### src/rtl/sdss_pkg.sv
package sdss_pkg;

  typedef enum logic [2:0] {
    CMD_MRS = 3'b000,
    CMD_REF = 3'b001,
    CMD_PRE = 3'b010,
    CMD_ACT = 3'b011,
    CMD_WR  = 3'b100,
    CMD_RD  = 3'b101,
    CMD_NOP = 3'b111
  } cmd_t;

  typedef enum logic [1:0] {
    SS_IDLE  = 2'd0,
    SS_WRITE = 2'd1,
    SS_READ  = 2'd2
  } ss_t;

  typedef enum logic [1:0] {
    K_NONE = 2'd0,
    K_ACT  = 2'd1,
    K_RW   = 2'd2,
    K_PRE  = 2'd3
  } kind_t;

  localparam int SLOTS      = 21;
  localparam int BURST      = 4;
  localparam int BANKS      = 4;
  localparam int SS_WORDS   = BURST * BANKS;
  localparam int SLOT_W     = 5;
  localparam int LAST_SLOT  = SLOTS - 1;

  // Which step of the per-bank pattern falls on a slot.
  function automatic kind_t slot_kind(input logic [SLOT_W-1:0] s);
    if (s < 5'd16 && s[1:0] == 2'd0)                    return K_ACT;
    if (s < 5'd16 && s[1:0] == 2'd2)                    return K_RW;
    if (s >= 5'd7 && s <= 5'd19 && s[1:0] == 2'd3)      return K_PRE;
    return K_NONE;
  endfunction

  function automatic logic [1:0] slot_bank(input logic [SLOT_W-1:0] s);
    logic [SLOT_W-1:0] t;
    t = (slot_kind(s) == K_PRE) ? s - 5'd7 : s;
    return t[3:2];
  endfunction

  function automatic logic write_beat(input logic [SLOT_W-1:0] s);
    return (s >= 5'd2) && (s <= 5'd17);
  endfunction

  function automatic logic read_capture(input logic [SLOT_W-1:0] s);
    return (s >= 5'd4) && (s <= 5'd19);
  endfunction

  function automatic ss_t pick_kind(input logic wr_ok, input logic rd_ok,
                                    input logic last_was_write);
    if (wr_ok && rd_ok) return last_was_write ? SS_READ : SS_WRITE;
    if (wr_ok)          return SS_WRITE;
    if (rd_ok)          return SS_READ;
    return SS_IDLE;
  endfunction

endpackage

### src/rtl/sdss_init.sv
module sdss_init import sdss_pkg::*; #(
  parameter int INIT_WAIT = 20000,
  parameter int TRP       = 2,
  parameter int TRFC      = 7,
  parameter int TMRD      = 2
) (
  input  logic clk,
  input  logic rst_n,
  output logic busy_o,
  output logic last_o,
  output cmd_t cmd_o,
  output logic a10_o,
  output logic mrs_o
);
  localparam int T_PRE  = INIT_WAIT;
  localparam int T_REF1 = T_PRE + TRP;
  localparam int T_REF2 = T_REF1 + TRFC;
  localparam int T_MRS  = T_REF2 + TRFC;
  localparam int T_RUN  = T_MRS + TMRD;
  localparam int CW     = $clog2(T_RUN + 1);

  logic [CW-1:0] cnt_q;

  always_ff @(posedge clk) begin
    if (!rst_n)                    cnt_q <= '0;
    else if (cnt_q != CW'(T_RUN))  cnt_q <= cnt_q + 1'b1;
  end

  assign busy_o = (cnt_q != CW'(T_RUN));
  assign last_o = (cnt_q == CW'(T_RUN - 1));

  always_comb begin
    cmd_o = CMD_NOP;
    a10_o = 1'b0;
    mrs_o = 1'b0;
    if (cnt_q == CW'(T_PRE)) begin
      cmd_o = CMD_PRE;
      a10_o = 1'b1;
    end else if (cnt_q == CW'(T_REF1) || cnt_q == CW'(T_REF2)) begin
      cmd_o = CMD_REF;
    end else if (cnt_q == CW'(T_MRS)) begin
      cmd_o = CMD_MRS;
      mrs_o = 1'b1;
    end
  end

  // the mode load is the last command before the schedule takes over
  assert_mrs_before_run_R1: assert property (@(posedge clk) disable iff (!rst_n)
    mrs_o |=> busy_o);

endmodule

### src/rtl/sdss_sched.sv
module sdss_sched import sdss_pkg::*; #(
  parameter int FILL_W = 8
) (
  input  logic                 clk,
  input  logic                 rst_n,
  input  logic                 start_i,
  input  logic [FILL_W-1:0]    wr_level_i,
  input  logic [FILL_W-1:0]    rd_free_i,
  output ss_t                  mode_o,
  output logic [SLOT_W-1:0]    slot_o,
  output logic                 ss_start_o,
  output logic                 ss_end_o
);
  localparam logic [FILL_W-1:0] NEED = FILL_W'(SS_WORDS);

  logic run_q, last_wr_q;
  logic [SLOT_W-1:0] slot_q;
  ss_t mode_q, next_kind;
  logic load;

  assign ss_end_o   = run_q && (slot_q == SLOT_W'(LAST_SLOT));
  assign ss_start_o = run_q && (slot_q == '0);
  assign load       = start_i || ss_end_o;
  assign next_kind  = pick_kind(wr_level_i >= NEED, rd_free_i >= NEED, last_wr_q);

  always_ff @(posedge clk) begin
    if (!rst_n) begin
      run_q     <= 1'b0;
      slot_q    <= '0;
      mode_q    <= SS_IDLE;
      last_wr_q <= 1'b0;
    end else if (load) begin
      run_q  <= 1'b1;
      slot_q <= '0;
      mode_q <= next_kind;
      if (next_kind != SS_IDLE) last_wr_q <= (next_kind == SS_WRITE);
    end else if (run_q) begin
      slot_q <= slot_q + 1'b1;
    end
  end

  assign mode_o = mode_q;
  assign slot_o = slot_q;

  assert_wr_eligible_R5: assert property (@(posedge clk) disable iff (!rst_n)
    (ss_start_o && mode_q == SS_WRITE) |-> ($past(wr_level_i) >= NEED));

  assert_rd_eligible_R5: assert property (@(posedge clk) disable iff (!rst_n)
    (ss_start_o && mode_q == SS_READ) |-> ($past(rd_free_i) >= NEED));

  // two eligible streams never give the same kind twice in a row
  assert_alternate_R6: assert property (@(posedge clk) disable iff (!rst_n)
    (ss_end_o && mode_q == SS_WRITE && wr_level_i >= NEED && rd_free_i >= NEED)
      |=> (mode_q == SS_READ));

endmodule

### src/rtl/sdss_addr.sv
module sdss_addr #(
  parameter int ROW_W = 13,
  parameter int COL_W = 9,
  parameter int STEP  = 4
) (
  input  logic             clk,
  input  logic             rst_n,
  input  logic             adv_i,
  output logic [ROW_W-1:0] row_o,
  output logic [COL_W-1:0] col_o
);
  logic [COL_W:0] col_sum;

  assign col_sum = {1'b0, col_o} + (COL_W+1)'(STEP);

  always_ff @(posedge clk) begin
    if (!rst_n) begin
      row_o <= '0;
      col_o <= '0;
    end else if (adv_i) begin
      col_o <= col_sum[COL_W-1:0];
      if (col_sum[COL_W]) row_o <= row_o + 1'b1;
    end
  end

  // the column stays aligned to a burst
  assert_col_aligned_R7: assert property (@(posedge clk) disable iff (!rst_n)
    adv_i |=> (col_o[1:0] == 2'b00));

endmodule

### src/rtl/sdram_stream_sched.sv
module sdram_stream_sched import sdss_pkg::*; #(
  parameter int DQ_W      = 16,
  parameter int ADDR_W    = 13,
  parameter int ROW_W     = 13,
  parameter int COL_W     = 9,
  parameter int FILL_W    = 8,
  parameter int INIT_WAIT = 20000,
  parameter int TRP       = 2,
  parameter int TRFC      = 7,
  parameter int TMRD      = 2
) (
  input  logic              clk,
  input  logic              rst_n,
  input  logic [FILL_W-1:0] wr_level,
  input  logic [DQ_W-1:0]   wr_data,
  output logic              wr_pop,
  input  logic [FILL_W-1:0] rd_free,
  output logic [DQ_W-1:0]   rd_data,
  output logic              rd_valid,
  output logic              sd_cs_n,
  output logic              sd_ras_n,
  output logic              sd_cas_n,
  output logic              sd_we_n,
  output logic [1:0]        sd_ba,
  output logic [ADDR_W-1:0] sd_addr,
  output logic [DQ_W-1:0]   sd_dq_out,
  output logic              sd_dq_oe,
  input  logic [DQ_W-1:0]   sd_dq_in
);
  localparam logic [ADDR_W-1:0] MODE_WORD = ADDR_W'(12'h022);

  logic init_busy, init_last, init_a10, init_mrs;
  cmd_t init_cmd;

  sdss_init #(.INIT_WAIT(INIT_WAIT), .TRP(TRP), .TRFC(TRFC), .TMRD(TMRD)) u_init (
    .clk(clk), .rst_n(rst_n), .busy_o(init_busy), .last_o(init_last),
    .cmd_o(init_cmd), .a10_o(init_a10), .mrs_o(init_mrs)
  );

  ss_t mode;
  logic [SLOT_W-1:0] slot;
  logic ss_start, ss_end;

  sdss_sched #(.FILL_W(FILL_W)) u_sched (
    .clk(clk), .rst_n(rst_n), .start_i(init_last),
    .wr_level_i(wr_level), .rd_free_i(rd_free),
    .mode_o(mode), .slot_o(slot), .ss_start_o(ss_start), .ss_end_o(ss_end)
  );

  // index 0 = write stream, index 1 = read stream
  logic [ROW_W-1:0] row_s [2];
  logic [COL_W-1:0] col_s [2];

  for (genvar gi = 0; gi < 2; gi++) begin : g_ptr
    logic adv;
    assign adv = ss_end && (mode == ((gi == 0) ? SS_WRITE : SS_READ));
    sdss_addr #(.ROW_W(ROW_W), .COL_W(COL_W), .STEP(BURST)) u_ptr (
      .clk(clk), .rst_n(rst_n), .adv_i(adv), .row_o(row_s[gi]), .col_o(col_s[gi])
    );
  end

  kind_t kind;
  logic [1:0] bank;
  logic sel_rd, active_ss;
  cmd_t cmd;

  assign kind      = slot_kind(slot);
  assign bank      = slot_bank(slot);
  assign sel_rd    = (mode == SS_READ);
  assign active_ss = !init_busy && (mode != SS_IDLE);

  always_comb begin
    cmd     = CMD_NOP;
    sd_ba   = 2'b00;
    sd_addr = '0;
    if (init_busy) begin
      cmd = init_cmd;
      if (init_mrs) sd_addr = MODE_WORD;
      if (init_a10) sd_addr[10] = 1'b1;
    end else if (active_ss) begin
      sd_ba = bank;
      case (kind)
        K_ACT: begin
          cmd     = CMD_ACT;
          sd_addr = ADDR_W'(row_s[sel_rd]);
        end
        K_RW: begin
          cmd     = sel_rd ? CMD_RD : CMD_WR;
          sd_addr = ADDR_W'(col_s[sel_rd]);
        end
        K_PRE:   cmd = CMD_PRE;
        default: cmd = CMD_NOP;
      endcase
    end
  end

  assign {sd_ras_n, sd_cas_n, sd_we_n} = cmd;
  assign sd_cs_n   = 1'b0;
  assign wr_pop    = !init_busy && (mode == SS_WRITE) && write_beat(slot);
  assign sd_dq_oe  = wr_pop;
  assign sd_dq_out = wr_data;

  logic cap;
  assign cap = !init_busy && sel_rd && read_capture(slot);

  always_ff @(posedge clk) begin
    if (!rst_n) begin
      rd_valid <= 1'b0;
      rd_data  <= '0;
    end else begin
      rd_valid <= cap;
      if (cap) rd_data <= sd_dq_in;
    end
  end

  // ---- checking state: bank open map and pop counter ----
  logic [BANKS-1:0] open_q;
  logic [4:0] pop_cnt_q;

  always_ff @(posedge clk) begin
    if (!rst_n) begin
      open_q    <= '0;
      pop_cnt_q <= '0;
    end else begin
      if (cmd == CMD_ACT) open_q[sd_ba] <= 1'b1;
      if (cmd == CMD_PRE) begin
        if (sd_addr[10]) open_q <= '0;
        else             open_q[sd_ba] <= 1'b0;
      end
      pop_cnt_q <= ss_start ? 5'(wr_pop) : pop_cnt_q + 5'(wr_pop);
    end
  end

  assert_act_closed_R9: assert property (@(posedge clk) disable iff (!rst_n)
    (cmd == CMD_ACT) |-> !open_q[sd_ba]);

  assert_rw_open_R9: assert property (@(posedge clk) disable iff (!rst_n)
    (cmd == CMD_RD || cmd == CMD_WR) |-> open_q[sd_ba]);

  assert_idle_at_start_R9: assert property (@(posedge clk) disable iff (!rst_n)
    ss_start |-> (open_q == '0));

  assert_trcd_R2: assert property (@(posedge clk) disable iff (!rst_n)
    (cmd == CMD_RD || cmd == CMD_WR) |->
      ($past(cmd, 2) == CMD_ACT && $past(sd_ba, 2) == sd_ba));

  assert_no_refresh_R9: assert property (@(posedge clk) disable iff (!rst_n)
    !init_busy |-> (cmd != CMD_REF && cmd != CMD_MRS));

  assert_pop_count_R3: assert property (@(posedge clk) disable iff (!rst_n)
    (ss_end && mode == SS_WRITE) |-> (pop_cnt_q == 5'd16));

  assert_no_underflow_R3: assert property (@(posedge clk) disable iff (!rst_n)
    wr_pop |-> (wr_level != '0));

endmodule

### config.mk
export PLATFORM = sky130hd
export DESIGN_NAME = sdram_stream_sched
export DESIGN_NICKNAME = d
export VERILOG_FILES = /design/src/rtl/sdss_pkg.sv /design/src/rtl/sdss_init.sv /design/src/rtl/sdss_sched.sv /design/src/rtl/sdss_addr.sv /design/src/rtl/sdram_stream_sched.sv
export SDC_FILE = /design/constraint.sdc
export NUM_CORES = 1
export LEC_CHECK = 0
export BUFFER_PORTS_ARGS = -buffer_cell sky130_fd_sc_hd__buf_2
export CELL_PAD_IN_SITES_DETAIL_PLACEMENT = 1
export CELL_PAD_IN_SITES_GLOBAL_PLACEMENT = 1
export CORE_MARGIN = 5
export CORE_UTILIZATION = 43
export DETAILED_ROUTE_END_ITERATION = 7
export PLACE_DENSITY = 0.9
export SETUP_SLACK_MARGIN = 0.1
export SYNTH_ARGS = -nofsm -noshare
export SYNTH_HDL_FRONTEND = slang
export SYNTH_SLANG_ARGS = --single-unit
### constraint.sdc
create_clock -name clk -period 5.1 [get_ports clk]
set_clock_uncertainty 0.05 [all_clocks]
set_input_delay 0.51 -clock clk [delete_from_list [all_inputs] [get_ports clk]]
set_output_delay 0.51 -clock clk [all_outputs]
set_load 0.01 [all_outputs]
Word level (Yosys, flattened, before mapping)
Cells that the tools add are included.
{"block": "op_classes", "muxes": 50, "n_reduce_logical": 25, "order_cmp": 9, "n_bitwise": 2, "n_addsub": 7, "n_eq_ne": 15}
{"op": "== test 15 bit, second input constant", "n": 5}
{"op": "two-way mux 13 bit", "n": 5}
{"op": "two-way mux 2 bit", "n": 15}
{"op": "two-way mux 9 bit", "n": 3}
{"op": "adder 13 x 1 -> 13 bit, second input constant", "n": 2}
{"op": "one-hot mux 13 bit (2 select lines)", "n": 1}
{"op": "adder 9 x 3 -> 10 bit, second input constant", "n": 2}
{"op": "two-way mux 1 bit", "n": 18}
{"op": "greater-or-equal comparator 8 x 5 -> 1 bit, second input constant", "n": 2}
{"op": "adder 15 x 1 -> 15 bit, second input constant", "n": 1}
{"op": "logical AND 1 bit", "n": 15}
{"op": "two-way mux 3 bit", "n": 5}
{"op": "inequality test 15 bit, second input constant", "n": 1}
{"op": "== test 2 bit, second input constant", "n": 5}
{"op": "greater-or-equal comparator 5 x 3 -> 1 bit, second input constant", "n": 2}
{"op": "less-or-equal comparator 5 bit, second input constant", "n": 2}
{"op": "one-hot mux 3 bit (3 select lines)", "n": 1}
{"op": "== test 2 x 1 -> 1 bit, second input constant", "n": 3}
{"op": "two-way mux 6 bit", "n": 1}
{"op": "AND reduction 2 bit", "n": 3}
{"op": "adder 5 x 1 -> 5 bit, second input constant", "n": 1}
{"op": "== test 5 bit, second input constant", "n": 1}
{"op": "greater-or-equal comparator 5 x 2 -> 1 bit, second input constant", "n": 1}
{"op": "less-than comparator 5 bit, second input constant", "n": 1}
{"op": "10 further kinds", "n": 12}
{"block": "word_totals", "ff_bits": 85, "word_cells": 119, "in_bits": 50, "output_inout_bits": 54}

Longest topological paths before layout
{"block": "logic_depth", "word_depth": 13, "mapped_depth": 9, "mapped_depth_nobuf": 6}

By module
Synthesis repeated with hierarchy kept, for this count alone.
{"block": "unflattened", "hier_cells": 525, "area_unflattened_um2": 4625.7}
{"mod": "sdss_addr", "cells_per_inst": 106, "instances": 2, "seq_area_each_um2": 400.4, "area_per_inst_um2": 925.9}
{"mod": "sdram_stream_sched", "cells_per_inst": 153, "instances": 1, "seq_area_each_um2": 340.3, "area_per_inst_um2": 1388.8}
{"mod": "sdss_init", "cells_per_inst": 109, "instances": 1, "seq_area_each_um2": 300.3, "area_per_inst_um2": 923.4}
{"mod": "sdss_sched", "cells_per_inst": 51, "instances": 1, "seq_area_each_um2": 180.2, "area_per_inst_um2": 461.7}

Least setup slack after synthesis
Ideal clock, no wire load.
{"block": "synth_path", "path_type": "register to output", "from": "register u_init.cnt_q[0]", "to": "output wr_pop", "setup_slack_ns": 2.395, "path_buffers": 2, "required_time_ns": 4.540, "arrival_time_ns": 2.145, "stages_incl_launch_ff": 8, "path_cell_list": "dfxtp_1 > inv_1 > ha_1 > and4b_1 > nand4_1 > clkbuf_1 > a2111oi_0 > buf_4"}
{"block": "synth_between", "elab_chain_len": 4}
{"item": "start, declared", "line": "sdss_init.sv:22", "rtl": "logic [CW-1:0] cnt_q;"}
{"item": "start signal, assigned", "line": "sdss_init.sv:26", "rtl": "else if (cnt_q != CW'(T_RUN)) cnt_q <= cnt_q + 1'b1;"}
{"item": "inequality test 15 bit", "line": "sdss_init.sv:29", "rtl": "assign busy_o = (cnt_q != CW'(T_RUN));"}
{"item": "logical NOT 1 bit", "line": "sdram_stream_sched.sv:99", "rtl": "assign wr_pop = !init_busy && (mode == SS_WRITE) && write_beat(slot);"}
{"item": "logical AND 1 bit (2 in a row)", "line": "sdram_stream_sched.sv:99"}
{"item": "end, declared", "line": "sdram_stream_sched.sv:16", "rtl": "output logic wr_pop,"}
Every way passes these cells.

Worst setup path in the final report
{"block": "layout_path", "from": "register u_init.cnt_q[6]", "to": "output sd_addr[10]"}
{"block": "layout_between", "elab_chain_len": 5, "word_cells_on_any_way": 8, "classes_between": "eq/ne: 2; mux: 4; reduce/logical: 2"}
{"item": "inequality test 15 bit", "line": "sdss_init.sv:29"}
{"item": "logical NOT 1 bit", "line": "sdram_stream_sched.sv:70", "rtl": "assign active_ss = !init_busy && (mode != SS_IDLE);"}
{"item": "logical AND 1 bit", "line": "sdram_stream_sched.sv:70"}
{"item": "two-way mux 13 bit", "line": "sdram_stream_sched.sv:80", "rtl": "end else if (active_ss) begin"}
{"item": "two-way mux 13 bit *", "line": "sdram_stream_sched.sv:76", "rtl": "if (init_busy) begin"}
{"item": "end, declared", "line": "sdram_stream_sched.sv:25", "rtl": "output logic [ADDR_W-1:0] sd_addr,"}
Mark *: on every way between the ends. The rest lies on a longest branch, timed or not.

==> results.yml <==
synth:
  syn_area_um2: 4590
  avgSynthCellArea_um2: 8.17
  synth.yosys.warnings: 0
  yosys.area.top_type_share_pct: 35.4
  ys_top_cells_by_area: "dfxtp_1, a21oi_1, nand3_1, o21ai_0, mux2i_1"
  synth_top_flop_cell: "dfxtp_1"
  most_common_cell_in_the_synthesized_netlist: "dfxtp_1"
  synth_common_cells: "dfxtp_1, a21oi_1, nand3_1"
  ys_types: 55
  postSynth.asyncResetShare_pct: 0
  synth_area_leader_cell: "dfxtp_1"
  yosys_register_bits: 81
  syn_nets: 623
  synth_edf_count: 0
  post_synth_inst_count: 561
  share_of_synthesized_area_occupied_by_flip_flops_and_latches_pct: 35.4
clock_tree:
  clock_sinks: 81
  numCtsBuffers: 9
  ctsRootBufferMaster: "clkbuf_8"
  h-tree-depth: 3
  cts-resized-gates: 0
  cts-hold-fix-buffers: 0
  tritoncts: "yes"
  clk_pin_slew_worst_paths_ns: 0.09
  cts_setup_buffers: 0
  cts.path.max_buffers: 2
  clk_latency_ns: 0.36
power:
  power_frac_clock_pct: 46.0
  max-vdd-ir-drop_mv: 0.139
  power_frac_seq_pct: 51.1
  cell_internal_pwr_w: 0.000973
  p_sw_share_pct: 21.9
  p_leak_nw: 1.79
  combinationalPowerShare_pct: 2.9
  p_per_area_nw_per_um2: 249
  power.net_switching_w: 0.000273
critical_path:
  r2r_start: "u_sched.slot_o[0]"
  timing.critical_path.from_type: "flip-flop"
  critical-path-max-stage-delay_ns: 0.84
  cpLargestDelayFamily: "simple AND/OR/NAND/NOR gates"
  critical_path.cell_chain: "nor3_1, nand4_1, or3_1, o22ai_1, buf_2"
  timing.critical_path.required_ns: 4.54
  worstPathArrival_ns: 3.31
  critical_path.n_buffers_inverters: 1
  cp_slowest_cell: "nand4_1"
  cells_on_worst_reg2reg_path: 6
  timing.reg2reg.setup_slack_ns: 2.24
  path_depth: 5
  criticalPathCategory: "flip-flop to primary output"
  critPathMaxFanout: 21
  worstSetupEndpointType: "primary output"
  timing.rr.end: "g_ptr[0].u_ptr.row_o[7]"
worst_hold_path:
  hold_path_depth: 3
  hold_path_class: "input port to flip-flop"
  min-delay-start: "sd_dq_in[11]"
  whs_endpoint: "rd_data[11]"
floorplanning:
  dieArea_um2: 12800
  core_um2: 10400
  initial_cell_density_of_the_core_pct: 44.2
  die_y_um: 113
  io_pins: 104
  die-width_um: 113
  std_cell_rows: 37
sta:
  hold-worst-slack_ns: 0.337
  grt_setup_unrepaired: "false"
  fmax_mhz: 258
  summed_negative_setup_slack_over_all_endpoints_ns: 0
  fin_crit_ns: 3.87
  setup_viol_count_final: 0
  worst-slew-pin-transition_ns: 1.25
  post-route-period-util_pct: 75.9
  final-hold-violation-count: 0
  relSlewSlack_pct: 16.9
  slew_viol_final: 0
final_layout:
  syn_to_final_growth_pct: 9.30
  share_of_the_core_filled_with_cells_pct: 48.3
  n_antenna_cell: 0
  finish.net_count: 645
  multiInputGateArea_um2: 2620
  final-seq-area_um2: 1620
  final_layout_size_suffix_gt1_share_pct: 14.6
  fillerInstances: 1304
drt:
  detail_route.vias_per_cell: 6.03
  drt-initial-drc-count: 223
  postRouteAntennaNets: 0
  detail_route.wirelength_um: 14100
  drt_pre_antenna_iters: 5
  wire_per_inst_um: 19.5
  drc: 0
  routed-via-count: 4365
grt:
  first_pass_grt_wire_length_um: 22800
  maximum_number_of_pins_on_one_net_before_global_route_repair: 70
  grt_antenna_before_repair: 0
  via_count_of_the_first_global_routing_pass: 4579
  global_route.overflow_total: 0
  grt_use_total_pct: 21.8
status:
  outcome: "complete, no violations"
placement:
  port-buffer-count: 62
  place_hpwl_um: 9940
  routability_cong: 0.835
job:
  count_of_max_cap_constraint_violations: 0
[sequential cells by signal, summed over array words and instances (netlist names)]
name and cells:
u_init.cnt_q 15, g_ptr.u_ptr.col_o 14, u_sched.last_wr_q 1, g_ptr.u_ptr.row_o 26
rd_data 16, u_sched.mode_o 2, rd_valid 1, u_sched.run_q 1
u_sched.slot_o 5
[layout by cell type (no fill, tap or decap), types with 2 or more instances in the layout]
cell type,n
a21oi_1,57
a221oi_1,4
a31oi_1,2
and2_1,6
and3_1,8
and3b_1,2
and4_1,9
and4b_1,4
buf_2,62
buf_4,2
bufinv_16,3
clkbuf_1,2
clkbuf_8,9
dfxtp_1,81
ha_1,12
inv_1,11
mux2i_1,17
nand2_1,40
nand2b_1,11
nand3_1,42
nand4_1,16
nand4b_1,2
nor2_1,34
nor2b_1,2
nor3_1,7
nor4_1,6
o21a_1,2
o21ai_0,35
o22a_1,5
o311ai_0,3
o31ai_1,16
or3_1,15
or4_1,18
xnor2_1,9
xor2_1,12
[cells by family (layout without fill, tap and decap cells)]
logic type	after synthesis	in the layout	share of synthesized area, %
simple gates	229	229	28.4
compound gates	134	134	17.3
flops	81	81	35.4
buf+inv	65	92	7.61
xor+xnor	21	21	4.01
mux	18	18	3.96
fa+ha+maj	12	12	3.27
other cells	1	1	0.0818
[metrics by stage]
step	setup WS, ns	cells	area [um2]	power (W)
2_1_floorplan	2.40	561	4590	0.000684
3_3_place_gp	1.81	708	4780	0.000685
3_5_place_dp	1.73	708	4780	0.000687
4_1_cts	1.27	724	5010	0.00125
5_1_grt	0.968	724	5010	0.00128
6_report	1.23	724	5010	0.00125
[layout make-up]
class,instances,share of cell area (%)
multi-input cells,415,52.2
flip-flops and latches,81,32.4
repair buffers,64,6.49
well taps,136,3.39
clock buffers,11,2.62
clock inverters,5,2.07
inverters,12,0.899
[layer usage]
layer	vias to the layer above	GRT usage, %	wire length [um]
li1	2088	-	-
met1	2163	25.6	6050
met2	93	39.2	7260
met3	21	5.45	634
met4	0	6.25	194
met5	-	0	0
[worst max path at each step]
stage                     from     endpoint  slack (ns)
5_1_grt        u_init.cnt_q[6]  sd_addr[10]        0.97
3_5_place_dp   u_init.cnt_q[6]   sd_addr[2]        1.73
6_report       u_init.cnt_q[6]  sd_addr[10]        1.23
4_1_cts        u_init.cnt_q[6]   sd_addr[2]        1.27
3_3_place_gp   u_init.cnt_q[0]   sd_addr[2]        1.81
2_1_floorplan  u_init.cnt_q[0]       wr_pop        2.40
[power by group through the flow]
stage	Clock [W]	Sequential (W)	Combinational (W)
3_3_place_gp	0	0.000651	0.0000336
6_report	0.000574	0.000637	0.0000364
5_1_grt	0.000605	0.000637	0.0000406
4_1_cts	0.000581	0.000636	0.0000361
2_1_floorplan	0	0.000651	0.0000337
3_5_place_dp	0	0.000651	0.0000358
[worst reg2reg max path, delay by kind of cell, from the launching register on]
kind | cells | cell delay (ns)
and+or+nand+nor | 3 | 1.82
AOI/OAI and AO/OA | 1 | 0.17
DFF | 1 | 0.40
buffers and inverters | 1 | 0.12
adders and majority gates | 1 | 0.23
No activity file was read; power rests on OpenSTA's default activity.
